$ cat src/rtl/opnd_bypass_pkg.sv
package opnd_bypass_pkg;
  localparam int unsigned NSRC   = 3;
  localparam int unsigned SRC_EX = 0;
  localparam int unsigned SRC_MEM = 1;
  localparam int unsigned SRC_WB = 2;

  localparam int unsigned NPORT  = 5;
  localparam int unsigned P_ALUA = 0;
  localparam int unsigned P_ALUB = 1;
  localparam int unsigned P_BRA  = 2;
  localparam int unsigned P_BRB  = 3;
  localparam int unsigned P_ST   = 4;

  typedef enum logic [2:0] {
    OPA_CAP = 3'd0,
    OPA_RS  = 3'd1,
    OPA_RT  = 3'd2,
    OPA_LO  = 3'd3,
    OPA_HI  = 3'd4
  } opa_sel_e;
endpackage

$ cat src/rtl/opnd_bypass_src.sv
module opnd_bypass_src #(
  parameter int unsigned XLEN = 32,
  parameter int unsigned RAW  = 5
) (
  input  logic            en_i,
  input  logic            wr_rd_i,
  input  logic [RAW-1:0]  rd_i,
  input  logic            wr_rt_i,
  input  logic [RAW-1:0]  rt_i,
  input  logic            wr_lo_i,
  input  logic            wr_hi_i,
  input  logic            load_i,
  input  logic [XLEN-1:0] res_lo_i,
  input  logic [XLEN-1:0] res_hi_i,
  input  logic [XLEN-1:0] ld_res_i,
  input  logic [RAW-1:0]  rs_idx_i,
  input  logic [RAW-1:0]  rt_idx_i,
  output logic            hit_rs_o,
  output logic            hit_rt_o,
  output logic            hit_lo_o,
  output logic            hit_hi_o,
  output logic [XLEN-1:0] gpr_val_o,
  output logic [XLEN-1:0] lo_val_o,
  output logic [XLEN-1:0] hi_val_o
);
  // a producer targets a register through either of its two destination fields
  function automatic logic targets(input logic [RAW-1:0] idx);
    logic via_rd, via_rt;
    via_rd = wr_rd_i && (rd_i == idx);
    via_rt = wr_rt_i && (rt_i == idx);
    return (idx != '0) && (via_rd || via_rt);
  endfunction

  always_comb begin
    hit_rs_o  = en_i && targets(rs_idx_i);
    hit_rt_o  = en_i && targets(rt_idx_i);
    hit_lo_o  = en_i && wr_lo_i;
    hit_hi_o  = en_i && wr_hi_i;
    gpr_val_o = load_i ? ld_res_i : res_lo_i;
    lo_val_o  = res_lo_i;
    hi_val_o  = res_hi_i;
  end
endmodule

$ cat src/rtl/opnd_bypass_pick.sv
module opnd_bypass_pick #(
  parameter int unsigned XLEN = 32,
  parameter int unsigned NSRC = 3
) (
  input  logic [XLEN-1:0]            cap_i,
  input  logic [NSRC-1:0]            hit_i,
  input  logic [NSRC-1:0][XLEN-1:0]  val_i,
  output logic [XLEN-1:0]            val_o,
  output logic [NSRC-1:0]            src_o
);
  // index 0 is the youngest producer; walk oldest first so younger overrides
  always_comb begin
    val_o = cap_i;
    src_o = '0;
    for (int i = NSRC - 1; i >= 0; i--) begin
      if (hit_i[i]) begin
        val_o = val_i[i];
        src_o = '0;
        src_o[i] = 1'b1;
      end
    end
  end
endmodule

$ cat src/rtl/opnd_bypass_net.sv
module opnd_bypass_net
  import opnd_bypass_pkg::*;
#(
  parameter int unsigned XLEN = 32,
  parameter int unsigned RAW  = 5
) (
  input  logic                       full_mode_i,
  input  logic [RAW-1:0]             rs_idx_i,
  input  logic [RAW-1:0]             rt_idx_i,
  input  logic [2:0]                 alu_a_sel_i,
  input  logic                       alu_b_rt_i,
  input  logic                       br_a_rs_i,
  input  logic                       br_b_rt_i,
  input  logic                       is_store_i,
  input  logic [XLEN-1:0]            alu_a_cap_i,
  input  logic [XLEN-1:0]            alu_b_cap_i,
  input  logic [XLEN-1:0]            br_a_cap_i,
  input  logic [XLEN-1:0]            br_b_cap_i,
  input  logic [XLEN-1:0]            st_cap_i,
  input  logic [2:0]                 src_wr_rd_i,
  input  logic [2:0][RAW-1:0]        src_rd_i,
  input  logic [2:0]                 src_wr_rt_i,
  input  logic [2:0][RAW-1:0]        src_rt_i,
  input  logic [2:0]                 src_wr_lo_i,
  input  logic [2:0]                 src_wr_hi_i,
  input  logic [2:0]                 src_load_i,
  input  logic [2:0][XLEN-1:0]       src_res_lo_i,
  input  logic [2:0][XLEN-1:0]       src_res_hi_i,
  input  logic [XLEN-1:0]            mwb_ld_res_i,
  input  logic [XLEN-1:0]            wb_ld_res_i,
  output logic [XLEN-1:0]            alu_a_o,
  output logic [XLEN-1:0]            alu_b_o,
  output logic [XLEN-1:0]            br_a_o,
  output logic [XLEN-1:0]            br_b_o,
  output logic [XLEN-1:0]            st_o,
  output logic [2:0]                 alu_a_src_o,
  output logic [2:0]                 alu_b_src_o,
  output logic [2:0]                 br_a_src_o,
  output logic [2:0]                 br_b_src_o,
  output logic [2:0]                 st_src_o
);
  logic [NSRC-1:0][XLEN-1:0] ld_res;
  logic [NSRC-1:0]           hit_rs, hit_rt, hit_lo, hit_hi;
  logic [NSRC-1:0][XLEN-1:0] gpr_val, lo_val, hi_val;

  // the youngest latch cannot supply load data: a load-use stall covers it
  assign ld_res[SRC_EX]  = '0;
  assign ld_res[SRC_MEM] = mwb_ld_res_i;
  assign ld_res[SRC_WB]  = wb_ld_res_i;

  for (genvar s = 0; s < NSRC; s++) begin : g_src
    logic en;
    assign en = full_mode_i || (s == SRC_WB);
    opnd_bypass_src #(.XLEN(XLEN), .RAW(RAW)) u_src (
      .en_i      (en),
      .wr_rd_i   (src_wr_rd_i[s]),
      .rd_i      (src_rd_i[s]),
      .wr_rt_i   (src_wr_rt_i[s]),
      .rt_i      (src_rt_i[s]),
      .wr_lo_i   (src_wr_lo_i[s]),
      .wr_hi_i   (src_wr_hi_i[s]),
      .load_i    (src_load_i[s]),
      .res_lo_i  (src_res_lo_i[s]),
      .res_hi_i  (src_res_hi_i[s]),
      .ld_res_i  (ld_res[s]),
      .rs_idx_i  (rs_idx_i),
      .rt_idx_i  (rt_idx_i),
      .hit_rs_o  (hit_rs[s]),
      .hit_rt_o  (hit_rt[s]),
      .hit_lo_o  (hit_lo[s]),
      .hit_hi_o  (hit_hi[s]),
      .gpr_val_o (gpr_val[s]),
      .lo_val_o  (lo_val[s]),
      .hi_val_o  (hi_val[s])
    );
  end

  // per-port candidate hits and values
  logic [NPORT-1:0][XLEN-1:0]            cap;
  logic [NPORT-1:0][NSRC-1:0]            port_hit;
  logic [NPORT-1:0][NSRC-1:0][XLEN-1:0]  port_val;
  logic [NPORT-1:0][XLEN-1:0]            port_out;
  logic [NPORT-1:0][NSRC-1:0]            port_src;
  opa_sel_e                              a_sel;

  assign a_sel = opa_sel_e'(alu_a_sel_i);

  always_comb begin
    cap[P_ALUA] = alu_a_cap_i;
    cap[P_ALUB] = alu_b_cap_i;
    cap[P_BRA]  = br_a_cap_i;
    cap[P_BRB]  = br_b_cap_i;
    cap[P_ST]   = st_cap_i;

    unique case (a_sel)
      OPA_RS:  begin port_hit[P_ALUA] = hit_rs; port_val[P_ALUA] = gpr_val; end
      OPA_RT:  begin port_hit[P_ALUA] = hit_rt; port_val[P_ALUA] = gpr_val; end
      OPA_LO:  begin port_hit[P_ALUA] = hit_lo; port_val[P_ALUA] = lo_val;  end
      OPA_HI:  begin port_hit[P_ALUA] = hit_hi; port_val[P_ALUA] = hi_val;  end
      default: begin port_hit[P_ALUA] = '0;     port_val[P_ALUA] = gpr_val; end
    endcase

    port_hit[P_ALUB] = alu_b_rt_i ? hit_rt : '0;
    port_val[P_ALUB] = gpr_val;
    port_hit[P_BRA]  = br_a_rs_i  ? hit_rs : '0;
    port_val[P_BRA]  = gpr_val;
    port_hit[P_BRB]  = br_b_rt_i  ? hit_rt : '0;
    port_val[P_BRB]  = gpr_val;
    port_hit[P_ST]   = is_store_i ? hit_rt : '0;
    port_val[P_ST]   = gpr_val;
  end

  for (genvar p = 0; p < NPORT; p++) begin : g_port
    opnd_bypass_pick #(.XLEN(XLEN), .NSRC(NSRC)) u_pick (
      .cap_i (cap[p]),
      .hit_i (port_hit[p]),
      .val_i (port_val[p]),
      .val_o (port_out[p]),
      .src_o (port_src[p])
    );
  end

  assign alu_a_o     = port_out[P_ALUA];
  assign alu_b_o     = port_out[P_ALUB];
  assign br_a_o      = port_out[P_BRA];
  assign br_b_o      = port_out[P_BRB];
  assign st_o        = port_out[P_ST];
  assign alu_a_src_o = port_src[P_ALUA];
  assign alu_b_src_o = port_src[P_ALUB];
  assign br_a_src_o  = port_src[P_BRA];
  assign br_b_src_o  = port_src[P_BRB];
  assign st_src_o    = port_src[P_ST];
endmodule

$ cat config.mk
export PLATFORM = sky130hd
export DESIGN_NAME = opnd_bypass_net
export DESIGN_NICKNAME = d
export VERILOG_FILES = /design/src/rtl/opnd_bypass_pkg.sv /design/src/rtl/opnd_bypass_src.sv /design/src/rtl/opnd_bypass_pick.sv /design/src/rtl/opnd_bypass_net.sv
export SDC_FILE = /design/constraint.sdc
export NUM_CORES = 1
export LEC_CHECK = 0
export BUFFER_PORTS_ARGS = -buffer_cell sky130_fd_sc_hd__buf_2
export CORE_AREA = 10 10 247 249
export DETAILED_ROUTE_END_ITERATION = 7
export DIE_AREA = 0 0 257 259
export PLACE_DENSITY = 0.35
export RECOVER_POWER = 50
export REMOVE_ABC_BUFFERS = 1
export SYNTH_ARGS = -nofsm -noshare
export SYNTH_HDL_FRONTEND = slang
export SYNTH_SLANG_ARGS = --single-unit
$ cat constraint.sdc
create_clock -name vclk -period 5.2
set_input_delay 0.52 -clock vclk [all_inputs]
set_output_delay 0.52 -clock vclk [all_outputs]
set_load 0.1 [all_outputs]
==> run_results.csv <==
group,metric,value,unit
critical_path,cp-end-kind,"output pin",
floorplan,die-area,66600,um^2
power_and_ir_drop,report.power.total,1.85,mW
logic_synthesis,synth_top_family_by_area,"compound AO/OA/AOI/OAI gates",
floorplan,design.portCount,654,
floorplan,initial_cell_density_of_the_core,0.145,
grt,total_gr_overflow,0,
timing,setup_viol,0,
power_and_ir_drop,static-leakage-power,5.90,nW
logic_synthesis,post_synth_main_area_contributors,"mux2i_1 (12%), a31oi_1 (9.9%), nand2_1 (9.4%), nor2_1 (7.8%), a22oi_1 (6.0%)",
power_and_ir_drop,power.density_cell_area,152,nW/um^2
min_path,worst_hold_path_type,"input port to output pin",
layout,post-route-util,0.217,
timing,max_clock_freq,0.219,GHz
layout,area_growth_syn_to_layout,49.8,%
logic_synthesis,synth_mux_area_frac,0.163,
layout,area.sequential,0,um^2
logic_synthesis,ys_types,48,
timing,postLayoutSetupSlackWorst,631,ps
floorplan,die_height,259,um
routing,first_drt_iteration_drcs,1190,
layout,layout.sequential_cells,0,
logic_synthesis,synth_area,8100,um^2
placed_design,dp_hpwl,57100,um
timing,rsz0062_at_grt,"false",
logic_synthesis,synthDominantCellAreaShare,0.119,
layout,non_filler_cells_in_the_finished_layout,2600,
critical_path,worst-endpoint-arrival,4050,ps
placed_design,finalWeightedCongestion,0.957,
logic_synthesis,synth_fa_ha_area_frac,0,
power_and_ir_drop,ir_worst_vdd,82.7,uV
clocking,post_cts.repair.setup_buffers,0,
floorplan,floorplan.core_area,56000,um^2
logic_synthesis,yosys.area_share.xor_xnor,0.0649,
routing,drt_drc_violations_left,0,
routing,detail-route-antenna-nets,0,
logic_synthesis,synth.avg_cell_area,6.24,um^2
grt,maximum_number_of_pins_on_one_net_before_global_route_repair,67,
critical_path,required_arrival_time_at_the_worst_endpoint,4680,ps
routing,drt_pre_antenna_iters,5,
logic_synthesis,netlist.top_cell.by_area,"mux2i_1",
timing,timing_hold_violations_final,0,
timing,fin_crit_sh,0.879,
logic_synthesis,register_area_share_after_synthesis,0,
critical_path,crit_path_start_kind,"input port",
floorplan,rows,87,
timing,finalMaxSlewViolations,66,
routing,routed_wirelength_normalized_by_instance_count,27.9,um
layout,final_layout_size_suffix_gt1_frac,0.403,
critical_path,timing.setup.critical_path_class,"input port to output pin",
grt,grt_antenna_before_repair,18,
logic_synthesis,synth_simple_gate_area_frac,0.238,
run_status,outcome,"finished, violations left",
timing,layout_min_cycle_time,4570,ps
clocking,ctsResizeCount,0,
timing,slew_headroom,-0.0793,
critical_path,critPathMaxFanout,58,
routing,routed-via-count,13400,
routing,aggregate_routed_wire_length,72600,um
grt,via_count_of_the_first_global_routing_pass,13800,
timing,final_hold_slack,1650,ps
run_status,failed_checks,"max-capacitance violations, max-slew violations",
floorplan,die_width,257,um
layout,final_net_count,2318,
grt,wire_length_of_the_first_global_routing_pass,101000,um
logic_synthesis,complex_gate_fraction_of_the_synthesized_area,0.431,
run,maxCapViolations,4,
routing,route.detailed.vias_per_inst,5.15,
logic_synthesis,synth_warnings,0,
clocking,holdBufCountCts,0,
layout,clock_buffer_count,0,
placed_design,placedCellCount,2593,
logic_synthesis,most_repeated_cell_in_the_gate_level_netlist_after_synthesis,"nand2_1",
timing,max_slew.worst_pin.slew,1620,ps
logic_synthesis,synth_commonest_cells,"nand2_1 (202), nor2_1 (169), a31oi_1 (128), mux2i_1 (96), clkbuf_1 (89)",
placed_design,dp_slack,1040,ps
grt,grt_use_total,0.201,
logic_synthesis,netlist_instances,1298,
placed_design,io_buffer_count,654,
-- cells in the final DEF (no fill, tap or decap), types with 7 or more instances in the layout --
cell type | netlist | routed
a211o_1 | 32 | 32
a21oi_1 | 36 | 36
a221oi_1 | 32 | 32
a22o_1 | 33 | 33
a22oi_1 | 65 | 65
a31oi_1 | 128 | 128
buf_12 | 0 | 8
buf_2 | 33 | 630
buf_4 | 5 | 29
clkbuf_1 | 89 | 16
clkbuf_2 | 0 | 9
diode_2 | 0 | 7
inv_1 | 41 | 41
mux2_2 | 32 | 32
mux2i_1 | 96 | 96
nand2_1 | 202 | 196
nand3_1 | 8 | 7
nor2_1 | 169 | 166
nor2b_1 | 32 | 32
nor4_1 | 11 | 11
o2111ai_1 | 33 | 33
o211ai_1 | 64 | 64
o221ai_1 | 32 | 32
xnor2_1 | 20 | 20
xor2_1 | 40 | 40
-- area by class of cell --
| class | instances | area (um^2) |
|---|---|---|
| diodes | 7 | 17.5 |
| fillers | 6604 | 43800 |
| repair buffers | 692 | 3640 |
| multi-input cells | 1103 | 7370 |
| well taps | 756 | 946 |
| inverters | 42 | 158 |
-- power breakdown --
group / total [mW] / switching (mW) / internal [mW]
sequential: 0 / 0 / 0
combinational: 1.85 / 1.42 / 0.427
clock: 0.000000181 / 0 / 0.000000181
total: 1.85 / 1.42 / 0.427
-- worst max-delay path, stage by stage --
cell	delay [ps]
buf_2	180
xor2_1	170
nor4_1	300
nand3_1	150
a21oi_1	420
nand2_2	910
a21oi_1	380
clkbuf_1	950
-- metrics by stage --
stage	setup TNS [ps]	area, um^2
after detailed placement	0	12200
after CTS	0	12200
final	0	12100
after global placement	0	12200
after floorplan	-189480	7420
after global routing	0	12100
-- kinds of logic after synthesis --
| logic type | Yosys count |
|---|---|
| muxes | 128 |
| and+or+nand+nor | 450 |
| AOI/OAI and AO/OA | 465 |
| buffers and inverters | 195 |
| xor gates and xnor gates | 60 |
-- final timing paths --
kind,endpoint,startpoint,depth (start not counted)
min,br_a_src_o[1],src_wr_rd_i[0],5
max,br_a_o[8],rs_idx_i[2],8
-- metal layers --
metal  share of wire  global-route usage
met1            0.40               0.243
met2            0.49               0.360
met3           0.079              0.0367
met4           0.024              0.0508
met5          0.0013                   0
Note: power is estimated with default switching activity, not from simulation.
